<file path="config.mk">
export PLATFORM = sky130hd
export DESIGN_NAME = dds_word_loader
export DESIGN_NICKNAME = d
export VERILOG_FILES = /design/src/rtl/dwl_pkg.sv /design/src/rtl/dwl_decode.sv /design/src/rtl/dwl_pair_track.sv /design/src/rtl/dwl_freq_reg.sv /design/src/rtl/dds_word_loader.sv
export SDC_FILE = /design/constraint.sdc
export NUM_CORES = 1
export LEC_CHECK = 0
export BUFFER_PORTS_ARGS = -buffer_cell sky130_fd_sc_hd__buf_2
export CELL_PAD_IN_SITES_DETAIL_PLACEMENT = 0
export CELL_PAD_IN_SITES_GLOBAL_PLACEMENT = 2
export CORE_UTILIZATION = 37
export CTS_BUF_LIST = sky130_fd_sc_hd__clkbuf_4
export CTS_CLUSTER_DIAMETER = 50
export DETAILED_ROUTE_END_ITERATION = 8
export PLACE_DENSITY_LB_ADDON = 0.1
export REMOVE_ABC_BUFFERS = 1
export SLEW_MARGIN = 20
export SYNTH_ARGS = -nofsm -noshare
export SYNTH_HDL_FRONTEND = slang
export SYNTH_HIERARCHICAL = 1
export SYNTH_SLANG_ARGS = --single-unit
</file>
<file path="constraint.sdc">
create_clock -name clk -period 2.91 [get_ports clk]
set_input_delay 0.1455 -clock clk [delete_from_list [all_inputs] [get_ports clk]]
set_output_delay 0.1455 -clock clk [all_outputs]
set_load 0.05 [all_outputs]
</file>
<file path="src/rtl/dwl_pkg.sv">
// Package dwl_pkg
// Shared widths, control bit positions and the destination code for the
// DDS tuning-word loader. Assumes a 16-bit command word whose top two
// bits choose the destination.
package dwl_pkg;
    localparam int WORD_W   = 16;
    localparam int HALF_W   = 14;
    localparam int FREQ_W   = 2 * HALF_W;
    localparam int PHASE_W  = 12;
    localparam int NUM_FREQ = 2;
    localparam int NUM_PH   = 2;

    // control register bit positions
    localparam int CTL_PAIRED = 13;
    localparam int CTL_UPPER  = 12;
    localparam int CTL_FSEL   = 11;
    localparam int CTL_PSEL   = 10;

    // phase word: bit choosing which phase register
    localparam int PH_PICK = 13;

    typedef enum logic [1:0] {
        DST_CTRL = 2'b00,
        DST_F0   = 2'b01,
        DST_F1   = 2'b10,
        DST_PH   = 2'b11
    } dwl_dest_e;
endpackage

</file>
<file path="src/rtl/dwl_decode.sv">
// Module dwl_decode
// Turns one qualified command word into write enables for the control
// register, each frequency word and each phase register. Purely
// combinational; assumes valid is already synchronous to the register clock.
module dwl_decode
    import dwl_pkg::*;
(
    input  logic                valid,
    input  logic [WORD_W-1:0]   word,
    output logic                ctrl_we,
    output logic [NUM_FREQ-1:0] freq_we,
    output logic [NUM_PH-1:0]   phase_we,
    output logic [HALF_W-1:0]   payload
);
    dwl_dest_e dest;

    // destination decode from the top two bits
    always_comb begin
        dest        = dwl_dest_e'(word[WORD_W-1:WORD_W-2]);
        ctrl_we     = valid && (dest == DST_CTRL);
        freq_we[0]  = valid && (dest == DST_F0);
        freq_we[1]  = valid && (dest == DST_F1);
        phase_we[0] = valid && (dest == DST_PH) && !word[PH_PICK];
        phase_we[1] = valid && (dest == DST_PH) &&  word[PH_PICK];
        payload     = word[HALF_W-1:0];
    end
endmodule

</file>
<file path="src/rtl/dwl_pair_track.sv">
// Module dwl_pair_track
// Paired-mode sequencer: holds the low half of a frequency word and the
// address it belongs to until the matching high half arrives. Assumes
// freq_we is one-hot or zero. A control word or a write to the other
// address restarts the pair.
module dwl_pair_track
    import dwl_pkg::*;
(
    input  logic                clk,
    input  logic                rst_n,
    input  logic                paired,
    input  logic                ctrl_we,
    input  logic [NUM_FREQ-1:0] freq_we,
    input  logic [HALF_W-1:0]   data,
    output logic [NUM_FREQ-1:0] commit,
    output logic [HALF_W-1:0]   hold,
    output logic                pending
);
    logic pend_idx;

    // commit strobe when the high half matches the pending address
    for (genvar i = 0; i < NUM_FREQ; i++) begin : g_commit
        assign commit[i] = paired && pending && freq_we[i] && (pend_idx == (i == 1));
    end

    // pending flag, address and held low half
    always_ff @(posedge clk) begin
        if (!rst_n) begin
            pending  <= 1'b0;
            pend_idx <= 1'b0;
            hold     <= '0;
        end else if (ctrl_we) begin
            pending <= 1'b0;
        end else if (paired && (|freq_we)) begin
            if (|commit) begin
                pending <= 1'b0;
            end else begin
                pending  <= 1'b1;
                pend_idx <= freq_we[1];
                hold     <= data;
            end
        end
    end
endmodule

</file>
<file path="src/rtl/dwl_freq_reg.sv">
// Module dwl_freq_reg
// One frequency tuning word. In paired mode it loads the full width only
// on a commit strobe; in split mode it replaces the half picked by upper.
// Assumes commit is only raised together with we.
module dwl_freq_reg
    import dwl_pkg::*;
(
    input  logic              clk,
    input  logic              rst_n,
    input  logic              we,
    input  logic              paired,
    input  logic              upper,
    input  logic              commit,
    input  logic [HALF_W-1:0] data,
    input  logic [HALF_W-1:0] hold,
    output logic [FREQ_W-1:0] q
);
    // tuning word update
    always_ff @(posedge clk) begin
        if (!rst_n) begin
            q <= '0;
        end else if (we) begin
            if (paired) begin
                if (commit) q <= {data, hold};
            end else if (upper) begin
                q[FREQ_W-1:HALF_W] <= data;
            end else begin
                q[HALF_W-1:0] <= data;
            end
        end
    end
endmodule

</file>
<file path="src/rtl/dds_word_loader.sv">
// Module dds_word_loader
// Top of the DDS register loader: decodes command words, keeps the
// control register and phase offsets, and builds the two frequency
// words. Assumes one word per valid cycle, no back-pressure.
module dds_word_loader
    import dwl_pkg::*;
(
    input  logic               clk,
    input  logic               rst_n,
    input  logic               wr_valid,
    input  logic [WORD_W-1:0]  wr_word,
    output logic [HALF_W-1:0]  ctrl_word,
    output logic [FREQ_W-1:0]  freq0_q,
    output logic [FREQ_W-1:0]  freq1_q,
    output logic [PHASE_W-1:0] phase0_q,
    output logic [PHASE_W-1:0] phase1_q,
    output logic               freq_sel,
    output logic               phase_sel
);
    logic                ctrl_we;
    logic [NUM_FREQ-1:0] freq_we;
    logic [NUM_PH-1:0]   phase_we;
    logic [HALF_W-1:0]   payload;
    logic [NUM_FREQ-1:0] commit;
    logic [HALF_W-1:0]   hold;
    logic                pending;
    logic [HALF_W-1:0]   ctrl_q;
    logic [FREQ_W-1:0]   freq_q  [NUM_FREQ];
    logic [PHASE_W-1:0]  phase_q [NUM_PH];

    dwl_decode u_dec (
        .valid    (wr_valid),
        .word     (wr_word),
        .ctrl_we  (ctrl_we),
        .freq_we  (freq_we),
        .phase_we (phase_we),
        .payload  (payload)
    );

    // control register
    always_ff @(posedge clk) begin
        if (!rst_n)       ctrl_q <= '0;
        else if (ctrl_we) ctrl_q <= payload;
    end

    dwl_pair_track u_pair (
        .clk     (clk),
        .rst_n   (rst_n),
        .paired  (ctrl_q[CTL_PAIRED]),
        .ctrl_we (ctrl_we),
        .freq_we (freq_we),
        .data    (payload),
        .commit  (commit),
        .hold    (hold),
        .pending (pending)
    );

    for (genvar f = 0; f < NUM_FREQ; f++) begin : g_freq
        dwl_freq_reg u_freq (
            .clk    (clk),
            .rst_n  (rst_n),
            .we     (freq_we[f]),
            .paired (ctrl_q[CTL_PAIRED]),
            .upper  (ctrl_q[CTL_UPPER]),
            .commit (commit[f]),
            .data   (payload),
            .hold   (hold),
            .q      (freq_q[f])
        );
    end

    for (genvar p = 0; p < NUM_PH; p++) begin : g_phase
        // phase offset register p
        always_ff @(posedge clk) begin
            if (!rst_n)           phase_q[p] <= '0;
            else if (phase_we[p]) phase_q[p] <= payload[PHASE_W-1:0];
        end
    end

    assign ctrl_word = ctrl_q;
    assign freq0_q   = freq_q[0];
    assign freq1_q   = freq_q[1];
    assign phase0_q  = phase_q[0];
    assign phase1_q  = phase_q[1];
    assign freq_sel  = ctrl_q[CTL_FSEL];
    assign phase_sel = ctrl_q[CTL_PSEL];
endmodule

</file>
; Yosys cells after proc, flatten, opt, wreduce, memory -nomap -nowiden
; Memory sizes are Yosys's and may differ from the RTL's.
; Cells that the tools add are included.
[totals]
register_bits = 86
mem_bits_rw = 24
output_inout_bits = 96
elab_cells = 60
memories = 1
[memory_table]
columns = name, depth, width, rd, rd_ports_with_merged_regs, wr, line
row1 = phase_q, 2, 12, 2, 0, 2, dds_word_loader.sv:29  ; logic [PHASE_W-1:0] phase_q [NUM_PH];
[op_classes]
n_eq_ne = 6
muxes = 16
bitwise = 6
n_reduce_logical = 23
[op_table]
columns = cell, count
row1 = 28-bit two-way mux, 4
row2 = 14-bit two-way mux, 2
row3 = 12-bit two-way mux, 2
row4 = 3-bit AND reduction, 5
row5 = 1-bit logical AND, 12
row6 = 1-bit two-way mux, 8
row7 = 2-bit by 1-bit != test with 1-bit output (second input constant), 3
row8 = 2-bit OR reduction, 3
row9 = 2-bit equality test (second input constant), 2
row10 = 1-bit NOT, 4
row11 = 2-bit by 1-bit equality test with 1-bit output (second input constant), 1
row12 = 2-bit zero test, 1
row13 = 1-bit OR, 2
row14 = 2-bit nonzero test, 1
row15 = 1-bit zero test, 1

; Depth between registers and ports, before layout
[depth]
ltp_word = 7
ltp_mapped = 7
depth_no_buf = 5

; Hierarchy
; Netlist, hierarchy kept.
[modules_own_cells]
columns = mod, n_inst, cells_each, area_per_inst_um2, seq_area_each_um2
row1 = dwl_freq_reg, 2, 142, 1333.8, 560.5
row2 = dds_word_loader, 1, 102, 1460.2, 1001.0
row3 = dwl_pair_track, 1, 74, 691.9, 320.3
row4 = dwl_decode, 1, 19, 152.6, 0.0

; Worst setup path after synthesis
; OpenSTA, ideal clock, no wires.
[synth_timing]
path_type = register to register
from = register ctrl_q[13] (netlist: ctrl_word[13])
to = register u_pair.hold[10]
setup_ns = 0.072
t_arrival_ns = 1.833
required_ns = 2.838
slack_ns = 1.006
path_stages_with_launch = 5
period_less_slack_ns = 1.904
path_cell_list = dfxtp_1 > o21ai_0 > a211oi_4 > buf_8 > mux2i_1
[synth_between]
elab_chain_len = 6
[synth_lines]
columns = element, line
row1 = "start, declared", dds_word_loader.sv:27  ; logic [HALF_W-1:0] ctrl_q;
row2 = "start signal, assigned", dds_word_loader.sv:43  ; else if (ctrl_we) ctrl_q <= payload;
row3 = 1-bit logical AND (3 in series), dwl_pair_track.sv:23  ; assign commit[i] = paired && pending && freq_we[i] && (pend_idx == (i == 1));
row4 = 2-bit OR reduction, dwl_pair_track.sv:35  ; if (|commit) begin
row5 = 1-bit NOT (no source line), -
row6 = 3-bit AND reduction (no source line) (*), -
row7 = "end signal, assigned", dwl_pair_track.sv:40  ; hold <= data;
row8 = "end, declared", dwl_pair_track.sv:16  ; output logic [HALF_W-1:0] hold,
; Mark *: on every way between the ends. The rest lies on a longest branch, timed or not.
; A chain may end at the register's enable or synchronous reset.

; Worst setup path after layout
[layout_timing]
from = register u_pair.pending
to = register g_freq[0].u_freq.q[10]
[layout_between]
elab_chain_len = 5
[layout_lines]
columns = element, line
row1 = "start, declared", dwl_pair_track.sv:17  ; output logic pending
row2 = "start signal, assigned", dwl_pair_track.sv:29  ; pending <= 1'b0;
row3 = "start signal, assigned", dwl_pair_track.sv:33  ; pending <= 1'b0;
row4 = "start signal, assigned", dwl_pair_track.sv:36  ; pending <= 1'b0;
row5 = 1-bit logical AND (3 in series), dwl_pair_track.sv:23
row6 = net commit[0], dds_word_loader.sv:24  ; logic [NUM_FREQ-1:0] commit;
row7 = 2-bit by 1-bit != test with 1-bit output (no source line), -
row8 = 3-bit AND reduction (no source line), -
row9 = "end signal, assigned", dwl_freq_reg.sv:24  ; if (commit) q <= {data, hold};
row10 = "end signal, assigned by index", dwl_freq_reg.sv:26  ; q[FREQ_W-1:HALF_W] <= data;
row11 = "end signal, assigned by index", dwl_freq_reg.sv:28  ; q[HALF_W-1:0] <= data;
row12 = "end, declared", dwl_freq_reg.sv:16  ; output logic [FREQ_W-1:0] q
; The timed path passes the listed nets, and every way through them passes these cells.

==> impl_metrics.env <==
export IMPL_status="complete, no violations"
export IMPL_dr_pass1_iters=4
export IMPL_ir_drop_mv=0.184
export IMPL_end_kind="flop"
export IMPL_fin_setup_tns_ns=0
export IMPL_ys_seq_area_share_pct=49.1
export IMPL_rsz0062_at_grt="no"
export IMPL_synthMuxAreaShare_pct=23.8
export IMPL_dieWidth_um=118
export IMPL_vias=3521
export IMPL_comb_power_share_pct=15.3
export IMPL_p_leak_nw=2.58
export IMPL_power_internal_mw=2.00
export IMPL_cts_buffers=9
export IMPL_dpl_cell_area_sq_um=5470
export IMPL_synthArstFlopShare_pct=0
export IMPL_final_setup_viol_count=0
export IMPL_switching_share_pct=29.5
export IMPL_synth_top_family_by_area="multiplexers"
export IMPL_seqCellArea_sq_um=2440
export IMPL_drv_cap=0
export IMPL_clk_pin_slew_worst_paths_ns=0.16
export IMPL_timing_final_crit_share_pct=63.7
export IMPL_grt_util_all_layers_pct=17.0
export IMPL_post_place_cells=722
export IMPL_final_max_slew_viol_count=0
export IMPL_synthDistinctLibCells=29
export IMPL_synth_fa_ha_area_share_pct=0
export IMPL_dieArea_sq_um=13900
export IMPL_gp_congestion=0.715
export IMPL_nets=594
export IMPL_maxSlewHeadroom_pct=51.4
export IMPL_yosys_area_share_simple_pct=18.1
export IMPL_crit_family="compound AO/OA/AOI/OAI gates"
export IMPL_critPathBufInv=0
export IMPL_drive_above_1_share_pct=30.3
export IMPL_multi_input_area_sq_um=2170
export IMPL_drc_errors=0
export IMPL_ys_ff_latch=110
export IMPL_grt_pass1_vias=3338
export IMPL_portBuffers=114
export IMPL_hold_class="in2reg"
export IMPL_antenna_found_initial=0
export IMPL_drt_iter0_markers=213
export IMPL_clockBufferDepth=2
export IMPL_synth_edf_count=24
export IMPL_clock_latency_ns=0.48
export IMPL_coreArea_sq_um=12900
export IMPL_critical_path_max_stage_delay_ns=0.59
export IMPL_routed_wl_um=11600
export IMPL_cts_htree_levels=3
export IMPL_yosys_warnings=6
export IMPL_synth_flop_cell="dfxtp_1"
export IMPL_rrSetupSlack_ns=1.06
export IMPL_antenna_cells=0
export IMPL_cts_tree="built"
export IMPL_worst_pin_slew_ns=0.727
export IMPL_area_delta_synth_final_pct=15.5
export IMPL_detail_route_wl_per_cell_um=15.4
export IMPL_placementRows=41
export IMPL_instances_no_fill=752
export IMPL_critPathArrivalTime_ns=2.26
export IMPL_min_period_ns=1.85
export IMPL_crit_chain="and2_1 -> and3b_2 -> and2_4 -> o21ai_4 -> mux2i_1"
export IMPL_critPathRequiredTime_ns=3.31
export IMPL_num_fill_cells=1242
export IMPL_grt_max_degree=90
export IMPL_slowest_stage="o21ai_4"
export IMPL_finalHoldViolCount=0
export IMPL_worstPathMaxFanout=14
export IMPL_num_io_pins=115
export IMPL_power_density_nw_per_um2=493
export IMPL_synth_xor_area_share_pct=0
export IMPL_clkPwrFrac_pct=27.3
export IMPL_worstSetupStartpointType="flop"
export IMPL_synth_compound_area_share_pct=1.64
export IMPL_grt_ovfl_total=0
export IMPL_finClkSkew_ns=0.0146
export IMPL_dieHeight_um=118
export IMPL_dpl_hpwl_um=7720
export IMPL_initial_core_util_pct=38.6
export IMPL_post_cts_resized=0
export IMPL_switchingPower_uw=836
export IMPL_drtAntennaViolNets=0
export IMPL_netlist_area_sq_um=4970
export IMPL_stdcell_area_sq_um=5740
export IMPL_vias_per_cell=4.68
export IMPL_path_class="reg2reg"
export IMPL_syn_inst=479
export IMPL_fmax_ghz=0.540
export IMPL_seqPwrFrac_pct=57.4
export IMPL_grt_pass1_wl_um=18200
export IMPL_cts_num_sinks=110
export IMPL_clock_root_buffer="clkbuf_4"
export IMPL_syn_avg_cell_area_sq_um=10.4
## area by class of cell
cell class                      instances  share of cell area, %
Multi-Input combinational cell        318                   37.7
Inverter                                1                 0.0654
Sequential cell                       110                   42.5
Clock buffer                           10                   1.31
Timing Repair Buffer                  135                   13.6
Clock inverter                          6                   1.09
Tap cell                              172                   3.75
## power groups by stage
stage	combinational [mW]	clock [mW]	sequential (mW)
CTS	0.439	0.809	1.63
global route	0.464	0.870	1.63
floorplan	0.113	0	1.82
finish	0.434	0.774	1.63
detailed placement	0.423	0	1.66
global placement	0.419	0	1.66
## synthesized netlist by cell type (all sizes together), types with 2 or more instances
| cell type | count | area (sq um) |
|---|---|---|
| nand2 | 142 | 533 |
| dfxtp | 86 | 1720 |
| mux2i | 85 | 851 |
| buf | 31 | 294 |
| mux2 | 29 | 330 |
| and3 | 25 | 158 |
| edfxtp | 24 | 721 |
| clkbuf | 19 | 71.3 |
| nor2b | 16 | 100 |
| and2 | 3 | 23.8 |
| and3b | 3 | 30.0 |
| nand2b | 3 | 18.8 |
| o21ai | 3 | 37.5 |
| nor2 | 2 | 7.51 |
| o21a | 2 | 15.0 |
## cells in the final DEF (no fill, tap or decap), types with 10 or more instances in the layout
cell type      count
and3_1            24
clkbuf_4          10
nand2_1          142
buf_2            113
mux2i_1           85
mux2_2            28
dfxtp_1           86
edfxtp_1          24
nor2b_1           16
dlygate4sd3_1     14
## worst min-delay path, cell delays in order
cell and delay [ns]:
buf_4 0.28, nand2_1 0.12, mux2i_1 0.06
## registers in the layout, indices dropped and copies added, names as in the netlist
| signal | count |
|---|---|
| u_pair/pending | 1 |
| ctrl_word | 14 |
| phase_q | 24 |
| g_freq.u_freq/q | 56 |
| u_pair/hold | 14 |
| u_pair/pend_idx | 1 |
## logic make-up after synthesis
family | count (synthesis)
AND/OR/NAND/NOR | 197
AO/OA/AOI/OAI | 7
flip-flops | 110
buffers and inverters | 51
multiplexers | 114
## per-layer routing
layer / wire length [um] / global-route usage [%]
met2: 5350 / 27.2
met4: 204 / 7.45
met3: 410 / 3.39
met1: 5610 / 22.2
met5: 0 / 0
## stage by stage
step	power (mW)	hold WS, ns	setup WS (ns)	util, %
2_1_floorplan	1.93	0.274	0.0100	-
3_3_place_gp	2.08	0.438	1.10	42.4
3_5_place_dp	2.08	0.444	1.07	42.4
4_1_cts	2.87	0.140	1.04	44.6
5_1_grt	2.97	0.155	0.894	44.6
6_report	2.83	0.169	1.06	44.6
## worst paths after layout
| kind | from | to | cells after the start |
|---|---|---|---|
| setup / recovery | u_pair/pending | g_freq[0].u_freq/q[10] | 5 |
| hold / removal | rst_n | g_freq[1].u_freq/q[4] | 3 |
| setup reg to reg | u_pair/pending | g_freq[0].u_freq/q[10] | 5 |
| hold reg to reg | g_freq[0].u_freq/q[19] | g_freq[0].u_freq/q[19] | 2 |
## what timing repair did
action	in CTS	in global routing
hold buffers	14	0
hold endpoints to repair	43	0
setup endpoints to repair	0	0
buffers inserted	0	0
Note: power is estimated with default switching activity, not from simulation.
